===== src/rtl/wdog_pkg.sv =====
package wdog_pkg;
  localparam int BUS_AW = 4;

  typedef enum logic [1:0] {
    REG_MODE   = 2'd0,
    REG_TCONST = 2'd1,
    REG_FEED   = 2'd2,
    REG_COUNT  = 2'd3
  } reg_idx_e;

  typedef enum logic {
    FEED_IDLE = 1'b0,
    FEED_HALF = 1'b1
  } feed_st_e;

  localparam int MODE_EN_BIT = 0;
  localparam int MODE_RM_BIT = 1;
  localparam int MODE_TO_BIT = 2;

  localparam logic [7:0] KEY_FIRST  = 8'hAA;
  localparam logic [7:0] KEY_SECOND = 8'h55;
endpackage


===== src/rtl/wdog_prescale.sv =====
module wdog_prescale #(
  parameter int DIV = 4
) (
  input  logic clk,
  input  logic rst_n,
  input  logic clk_en,
  output logic tick
);
  generate
    if (DIV <= 1) begin : g_bypass
      assign tick = clk_en;
    end else begin : g_div
      localparam int PW = $clog2(DIV);
      localparam logic [PW-1:0] LAST = PW'(DIV - 1);
      logic [PW-1:0] ph_q, ph_d;

      always_comb begin
        ph_d = ph_q;
        if (clk_en) begin
          ph_d = (ph_q == LAST) ? '0 : ph_q + 1'b1;
        end
      end

      always_ff @(posedge clk or negedge rst_n) begin
        if (!rst_n) ph_q <= '0;
        else        ph_q <= ph_d;
      end

      assign tick = clk_en && (ph_q == LAST);
    end
  endgenerate
endmodule


===== src/rtl/wdog_feed_seq.sv =====
module wdog_feed_seq
  import wdog_pkg::*;
#(
  parameter int              KEY_W = 8,
  parameter logic [KEY_W-1:0] KEY_A = KEY_FIRST,
  parameter logic [KEY_W-1:0] KEY_B = KEY_SECOND
) (
  input  logic             clk,
  input  logic             rst_n,
  input  logic             bus_acc,
  input  logic             feed_wr,
  input  logic [KEY_W-1:0] key,
  output logic             feed_ok,
  output logic             feed_bad
);
  feed_st_e state_q, state_d;

  always_comb begin
    state_d  = state_q;
    feed_ok  = 1'b0;
    feed_bad = 1'b0;
    if (feed_wr) begin
      if (state_q == FEED_HALF) begin
        if (key == KEY_B) feed_ok  = 1'b1;
        else              feed_bad = 1'b1;
        state_d = FEED_IDLE;
      end else if (key == KEY_A) begin
        state_d = FEED_HALF;
      end
    end else if (bus_acc) begin
      state_d = FEED_IDLE;
    end
  end

  always_ff @(posedge clk or negedge rst_n) begin
    if (!rst_n) state_q <= FEED_IDLE;
    else        state_q <= state_d;
  end
endmodule


===== src/rtl/wdog_downcnt.sv =====
module wdog_downcnt #(
  parameter int               CNT_W   = 24,
  parameter logic [CNT_W-1:0] RST_VAL = CNT_W'(255)
) (
  input  logic             clk,
  input  logic             rst_n,
  input  logic             run,
  input  logic             tick,
  input  logic             load,
  input  logic [CNT_W-1:0] load_val,
  output logic [CNT_W-1:0] count,
  output logic             expire
);
  logic [CNT_W-1:0] cnt_q, cnt_d;
  logic             at_zero;

  assign at_zero = (cnt_q == '0);
  assign expire  = run && tick && at_zero && !load;

  always_comb begin
    cnt_d = cnt_q;
    if (load) begin
      cnt_d = load_val;
    end else if (run && tick) begin
      cnt_d = at_zero ? load_val : cnt_q - 1'b1;
    end
  end

  always_ff @(posedge clk or negedge rst_n) begin
    if (!rst_n) cnt_q <= RST_VAL;
    else        cnt_q <= cnt_d;
  end

  assign count = cnt_q;
endmodule


===== src/rtl/wdog_keyed.sv =====
module wdog_keyed
  import wdog_pkg::*;
#(
  parameter int               CNT_W       = 24,
  parameter int               DATA_W      = 32,
  parameter int               PRE_DIV     = 4,
  parameter int               SYNC_STAGES = 2,
  parameter logic [CNT_W-1:0] TC_FLOOR    = CNT_W'(255)
) (
  input  logic              clk,
  input  logic              rst_n,
  input  logic              tick_en,
  input  logic              bus_sel,
  input  logic              bus_wr,
  input  logic [BUS_AW-1:0] bus_addr,
  input  logic [DATA_W-1:0] bus_wdata,
  output logic [DATA_W-1:0] bus_rdata,
  output logic              sys_rst_o
);
  localparam int KEY_W = 8;

  // reset: asserted at once, removed after SYNC_STAGES edges
  logic [SYNC_STAGES-1:0] rsync_q;
  logic                   rst_core_n;

  always_ff @(posedge clk or negedge rst_n) begin
    if (!rst_n) rsync_q <= '0;
    else        rsync_q <= {rsync_q[SYNC_STAGES-2:0], 1'b1};
  end
  assign rst_core_n = rsync_q[SYNC_STAGES-1];

  // decode
  reg_idx_e idx;
  logic     wr_mode, wr_tc, wr_feed;
  logic     unused_bits;

  assign idx     = reg_idx_e'(bus_addr[3:2]);
  assign wr_mode = bus_sel && bus_wr && (idx == REG_MODE);
  assign wr_tc   = bus_sel && bus_wr && (idx == REG_TCONST);
  assign wr_feed = bus_sel && bus_wr && (idx == REG_FEED);
  assign unused_bits = ^{bus_addr[1:0], bus_wdata[DATA_W-1:CNT_W]};

  // sub-blocks
  logic             tick_w, feed_ok_w, feed_bad_w, expire_w;
  logic [CNT_W-1:0] cnt_w;
  logic             en_q, rm_q, flag_q, armed_q, rst_q;
  logic             en_d, rm_d, flag_d, armed_d, rst_d;
  logic [CNT_W-1:0] tc_q, tc_d, wd_cnt;

  wdog_prescale #(.DIV(PRE_DIV)) u_pre (
    .clk    (clk),
    .rst_n  (rst_core_n),
    .clk_en (tick_en),
    .tick   (tick_w)
  );

  wdog_feed_seq #(.KEY_W(KEY_W)) u_feed (
    .clk      (clk),
    .rst_n    (rst_core_n),
    .bus_acc  (bus_sel),
    .feed_wr  (wr_feed),
    .key      (bus_wdata[KEY_W-1:0]),
    .feed_ok  (feed_ok_w),
    .feed_bad (feed_bad_w)
  );

  wdog_downcnt #(.CNT_W(CNT_W), .RST_VAL(TC_FLOOR)) u_cnt (
    .clk      (clk),
    .rst_n    (rst_core_n),
    .run      (armed_q),
    .tick     (tick_w),
    .load     (feed_ok_w),
    .load_val (tc_q),
    .count    (cnt_w),
    .expire   (expire_w)
  );

  // control and status next state
  assign wd_cnt = bus_wdata[CNT_W-1:0];

  always_comb begin
    en_d    = en_q;
    rm_d    = rm_q;
    flag_d  = flag_q;
    tc_d    = tc_q;
    armed_d = armed_q;
    if (wr_mode) begin
      en_d = en_q | bus_wdata[MODE_EN_BIT];
      rm_d = rm_q | bus_wdata[MODE_RM_BIT];
      if (bus_wdata[MODE_TO_BIT]) flag_d = 1'b0;
    end
    if (expire_w) flag_d = 1'b1;
    if (wr_tc) tc_d = (wd_cnt < TC_FLOOR) ? TC_FLOOR : wd_cnt;
    if (feed_ok_w && en_q) armed_d = 1'b1;
    rst_d = !rst_q && rm_q &&
            (expire_w || (feed_bad_w && armed_q));
  end

  always_ff @(posedge clk or negedge rst_core_n) begin
    if (!rst_core_n) begin
      en_q    <= 1'b0;
      rm_q    <= 1'b0;
      flag_q  <= 1'b0;
      armed_q <= 1'b0;
      rst_q   <= 1'b0;
      tc_q    <= TC_FLOOR;
    end else begin
      en_q    <= en_d;
      rm_q    <= rm_d;
      flag_q  <= flag_d;
      armed_q <= armed_d;
      rst_q   <= rst_d;
      tc_q    <= tc_d;
    end
  end

  assign sys_rst_o = rst_q;

  // read path
  always_comb begin
    bus_rdata = '0;
    if (bus_sel && !bus_wr) begin
      case (idx)
        REG_MODE:   bus_rdata = DATA_W'({flag_q, rm_q, en_q});
        REG_TCONST: bus_rdata = DATA_W'(tc_q);
        REG_FEED:   bus_rdata = '0;
        REG_COUNT:  bus_rdata = DATA_W'(cnt_w);
        default:    bus_rdata = '0;
      endcase
    end
  end
endmodule


===== config.mk =====
export PLATFORM = sky130hd
export DESIGN_NAME = wdog_keyed
export DESIGN_NICKNAME = d
export VERILOG_FILES = /design/src/rtl/wdog_pkg.sv /design/src/rtl/wdog_prescale.sv /design/src/rtl/wdog_feed_seq.sv /design/src/rtl/wdog_downcnt.sv /design/src/rtl/wdog_keyed.sv
export SDC_FILE = /design/constraint.sdc
export NUM_CORES = 1
export LEC_CHECK = 0
export BUFFER_PORTS_ARGS = -buffer_cell sky130_fd_sc_hd__clkbuf_2
export CAP_MARGIN = 20
export CORE_MARGIN = 2
export CORE_UTILIZATION = 40
export DETAILED_ROUTE_END_ITERATION = 8
export GPL_TIMING_DRIVEN = 0
export RECOVER_POWER = 25
export SLEW_MARGIN = 20
export SYNTH_ARGS = -nofsm -noshare
export SYNTH_HDL_FRONTEND = slang
export SYNTH_SLANG_ARGS = --single-unit

===== constraint.sdc =====
create_clock -name clk -period 2.7 [get_ports clk]
set_clock_uncertainty 0.2 [all_clocks]
set_input_delay 0.54 -clock clk [delete_from_list [all_inputs] [get_ports clk]]
set_output_delay 0.54 -clock clk [all_outputs]
set_load 0.05 [all_outputs]

* Word level (Yosys, flattened, before mapping) *
Index checks and enable logic that the tools add are counted.

operators by class
  add/subtract/negate cells = 2
  magnitude comparators = 1
  equal/unequal tests = 6
  muxes and demuxes = 20
  bitwise gates (word level) = 2
  reductions and logical operators = 24

operators by type and width
  kind                                                          number
  case mux 32 bit (4 select lines)                              1
  two-way mux 24 bit                                            4
  two-way mux 32 bit                                            1
  zero test 24 bit                                              1
  less-than comparator 24 x 8 -> 1 bit (second input constant)  1
  subtractor 24 x 1 -> 24 bit (second input constant)           1
  logical AND 1 bit                                             13
  two-way mux 1 bit                                             13
  equality test 8 x 7 -> 1 bit (second input constant)          1
  equality test 8 bit (second input constant)                   1
  nonzero test 2 bit                                            4
  equality test 2 bit (second input constant)                   3
  zero test 1 bit                                               3
  adder 2 x 1 -> 2 bit (second input constant)                  1
  equality test 2 x 1 -> 1 bit (second input constant)          1
  zero test 2 bit                                               1
  two-way mux 2 bit                                             1
  bitwise OR 1 bit                                              2
  AND reduction 2 bit                                           1
  logical OR 1 bit                                              1

storage, ports and cells
  register bits after elaboration = 58
  bits of input ports = 41
  output and inout port bits = 33
  logic and storage cells = 65

* Logic depth before layout (Yosys ltp) *
  word-level depth = 8
  gate-level depth with buffers = 8

* Modules after synthesis *
From an unflattened synthesis, not the netlist that was laid out.

second synthesis, totals
  cell total of the unflattened synthesis = 420
  area, all modules = 3709.8 µm²

by module, submodules not included
  module         instances  cells each  area an instance (µm²)  sequential area each (µm²)
  wdog_downcnt   1          204         1765.4                  610.6
  wdog_keyed     1          196         1731.7                  785.8
  wdog_feed_seq  1          13          111.4                   25.0
  wdog_prescale  1          7           101.3                   50.0

* Least setup slack after synthesis *
Ideal clock, no wire load.

  path kind = input port to output port
  start point = input port bus_addr[3]
  end point = output port bus_rdata[10]
  arrival = 2.105 ns
  data required time = 1.960 ns
  slack = -0.145 ns
  cell stages on the path = 4
  path buffers = 2
  cell sequence = clkbuf_1 clkbuf_1 mux2i_1 nor2_1

between the ends
  longest elaborated chain between the ends = 3

RTL lines
  element                                            line               text
  start: declaration                                 wdog_keyed.sv:15   input logic [BUS_AW-1:0] bus_addr,
  equality test 2 bit, or another cell as far along  wdog_keyed.sv:123  case (idx)
  case mux 32 bit (4 select lines) *                 wdog_keyed.sv:123
  two-way mux 32 bit *                               wdog_keyed.sv:122  if (bus_sel && !bus_wr) begin
  end: declaration                                   wdog_keyed.sv:17   output logic [DATA_W-1:0] bus_rdata,

Every way passes the cells marked *; elsewhere a longest branch is shown, timed or not. The select of a mux whose other input is x is not followed.

* Worst setup path in the final report *
  start point = input port bus_wdata[1]
  end point = register u_cnt.cnt_q[13] (netlist: u_cnt.count[13])

between the ends
  longest elaborated chain between the ends = 5

RTL lines
  element                                                   line                 text
  start: declaration                                        wdog_keyed.sv:16     input logic [DATA_W-1:0] bus_wdata,
  equality test 8 x 7 -> 1 bit *                            wdog_feed_seq.sv:24  if (key == KEY_B) feed_ok = 1'b1;
  two-way mux 1 bit *                                       wdog_feed_seq.sv:24
  two-way mux 1 bit *                                       wdog_feed_seq.sv:23  if (state_q == FEED_HALF) begin
  two-way mux 1 bit *                                       wdog_feed_seq.sv:22  if (feed_wr) begin
  two-way mux 24 bit or nonzero test 2 bit (tied branches)  --
  end signal: assignment                                    wdog_downcnt.sv:31   else cnt_q <= cnt_d;
  end: declaration                                          wdog_downcnt.sv:14   logic [CNT_W-1:0] cnt_q, cnt_d;

Every way passes the cells marked *; elsewhere a longest branch is shown, timed or not.
A chain may end at the register's enable or synchronous reset.

==> flow_summary.ini <==
[detailed_routing]
wl_per_cell_um = 18.88
vias_per_cell = 5.926
antenna_left = 0
firstDrtPassIters = 5
wirelength_um = 10480
drc = 0
vias = 3289
drt_iter0_markers = 262

[floorplanning]
rows = 34
fp.dieArea_mm2 = 0.009506
fp.dieW_um = 97.50
die_h_um = 97.50
start_util = 0.4070
ioPinCount = 74
core_area_mm2 = 0.008593

[setup_path]
cp.required_ps = 2750
slowest_stage = or4b_2
rr_startpoint = u_cnt.count[12]$_DFFE_PN0P_
cp_top_family = simple AND/OR/NAND/NOR gates
cp.arrival_ps = 2800
critPathKind = input port to flip-flop
critPathMaxFanout = 8
critPathLaunchType = input port
crit_path_end_kind = flip-flop
crit_buf_inv = 1
cp-startpoint = bus_wdata[1]
crit_chain = clkbuf_2 -> or4b_2 -> nor4_4 -> nor2_1 -> or4_1 -> o211ai_1
max_stage_delay_ps = 750

[synthesis]
ys_seq_elements = 58
post-synth-top-area-cell = dfrtp_1
synthTopCellsByCount = nor2_1, dfrtp_1, mux2i_1, mux2_2, nand2_1
netlist.area_leader.share = 0.3005
synth_most_common_cell = nor2_1
async_flop_share = 1.000
ys_types = 60
synthFlopType = dfrtp_1
ys.warnings.count = 0
yosysSeqAreaShare = 0.4208
synth_edf_count = 0
synth_area_leaders = dfrtp_1, dfstp_2, mux2i_1
synthCells = 362
avgSynthCellArea_um2 = 9.661
synth_area_mm2 = 0.003497

[timing]
hold_ws_ps = 152.6
rsz0062_at_grt = yes
setup_slack_ps = -46.61
min_period_ps = 2747
max-slew-margin-rel = 0.3032
final_hold_viol_count = 0
fmax_mhz = 364.1
min_period_over_period = 1.017
slew_violations = 0
worstMarginPinSlew_ps = 1045
setup_viol = 2

[cells_and_area]
num_antenna_cells = 0
final_nets = 486
drive_gt1_frac = 0.4004
final_util = 0.5128
syn2layout_area_growth_pct = 26.01

[global_routing]
grt_pass1_vias = 3347
grt.overflow.total = 0
grt_max_degree = 31
grt.total_usage = 0.2260
grt_pass1_wl_um = 17070
antenna_found_initial = 0

[placed_design]
routabilityCongestion = 0.8823
portBuffers = 55
hpwl_um = 7478

[status]
status = finished, violations left
violations = setup timing

[min_path]
hp-class = flip-flop to flip-flop
hold_start = rsync_q[0]$_DFF_PN0_

[power_and_ir_drop]
p_per_area_mw_per_mm2 = 550.4
vdd_drop_max_uv = 450.7
p_leak_uw = 0.001952

[clock_network]
cts_num_sinks = 58
clk-insertion-delay-late_ps = 340
cts-htree-levels = 3
clock_path_buffers = 2
path_clk_slew_ps = 70
clock-root-buffer = clkbuf_8
cts-buffers-inserted = 9
cts_tree = built

[flow_run]
max-cap-violations = 0
-- repair_timing --
item	in CTS	in global routing
setup buffers	3	5
endpoints found under the hold margin	2	0
pin swaps	2	4
gates resized for setup	17	14
endpoints found under the setup margin	54	23
hold buffers	1	0
-- final timing paths --
kind | depth (start not counted) | slack [ps] | to
setup reg to reg | 5 | 60 | u_cnt.count[20]$_DFFE_PN0P_
max in group asynchronous | 1 | 720 | u_cnt.count[20]$_DFFE_PN0P_
min in group asynchronous | 0 | 240 | tc_q[10]$_DFFE_PN0P_
setup / recovery | 6 | -50 | u_cnt.count[13]$_DFFE_PN0P_
hold / removal | 0 | 150 | rsync_q[1]$_DFF_PN0_
hold reg to reg | 0 | 150 | rsync_q[1]$_DFF_PN0_
-- logic make-up after synthesis --
group / after synthesis / synth area share
AOI/OAI and AO/OA: 74 / 0.1585
adders and majority gates: 3 / 0.01073
buffers and inverters: 38 / 0.05259
DFF: 58 / 0.4208
muxes: 43 / 0.1302
other: 2 / 0.002147
and+or+nand+nor: 144 / 0.2250
-- flip-flops by register name, indices dropped and copies added, names as in the netlist --
name,flops
rm_q,1
flag_q,1
en_q,1
tc_q,24
u_pre.g_div.ph_q,2
sys_rst_o,1
rsync_q,2
u_feed.state_q,1
u_cnt.count,24
armed_q,1
-- worst reg2reg max path: stages, from the launching register on --
cell and delay (ps):
dfrtp_1 450, or3_4 450, or3_4 410, or3_4 430, o311a_1 320, nor4_2 290
-- power breakdown --
group / internal (uW) / switching (uW) / total [uW]
Clock: 571 / 376 / 947
Sequential: 1000 / 115 / 1120
Combinational: 170 / 193 / 363
-- area by class of cell --
class                   count  area (um^2)
well taps                 108        135.1
multi-input cells         273         2024
fillers                   814         4187
flip-flops and latches     58         1473
repair buffers             65        349.1
inverters                  10        37.54
plain buffers              25        157.7
clock buffers              12        155.1
clock inverters             4        75.07
-- through the flow --
step / worst slack [ps] / TNS (ps) / cells / total power [uW] / instance area [um^2]
2_1_floorplan: 58.32 / 0 / 369 / 1366 / 3573
3_3_place_gp: -676.4 / -23380 / 532 / 1476 / 3984
3_5_place_dp: -710.9 / -24590 / 533 / 1493 / 4015
4_1_cts: 0.8364 / 0 / 553 / 2435 / 4349
5_1_grt: -60.95 / -148.3 / 555 / 2521 / 4407
6_report: -46.61 / -66.95 / 555 / 2425 / 4407
-- metal layers --
layer	vias to the layer above	track usage	part of all wire
met2	102	0.3607	0.46
met1	1647	0.2974	0.45
met4	0	0.09188	0.027
li1	1518	-	-
met5	-	0	0
met3	22	0.05108	0.057
-- cells in the final DEF (no fill, tap or decap), types with 3 or more instances in the layout --
| cell type | count |
|---|---|
| a21oi_1 | 10 |
| nor4_2 | 3 |
| mux2_2 | 20 |
| nand4_1 | 6 |
| o211ai_1 | 4 |
| a22oi_1 | 5 |
| o41ai_1 | 3 |
| inv_1 | 10 |
| or4_4 | 4 |
| nand4b_1 | 3 |
| nor2_1 | 25 |
| clkbuf_4 | 3 |
| clkbuf_8 | 11 |
| a22o_1 | 3 |
| or3_4 | 3 |
| nand3_1 | 15 |
| mux2i_1 | 23 |
| ha_1 | 3 |
| a21o_1 | 4 |
| nor4_1 | 9 |
| o22a_1 | 9 |
| a31oi_1 | 4 |
| dfstp_2 | 16 |
| o21ai_0 | 11 |
| conb_1 | 9 |
| or4_1 | 6 |
| dfrtp_1 | 41 |
| nor3_1 | 8 |
| clkbuf_1 | 7 |
| clkbuf_2 | 59 |
| buf_4 | 16 |
| nand2_1 | 20 |
| nand2b_1 | 3 |
| nor2_2 | 21 |
No activity file was read; power rests on OpenSTA's default activity.
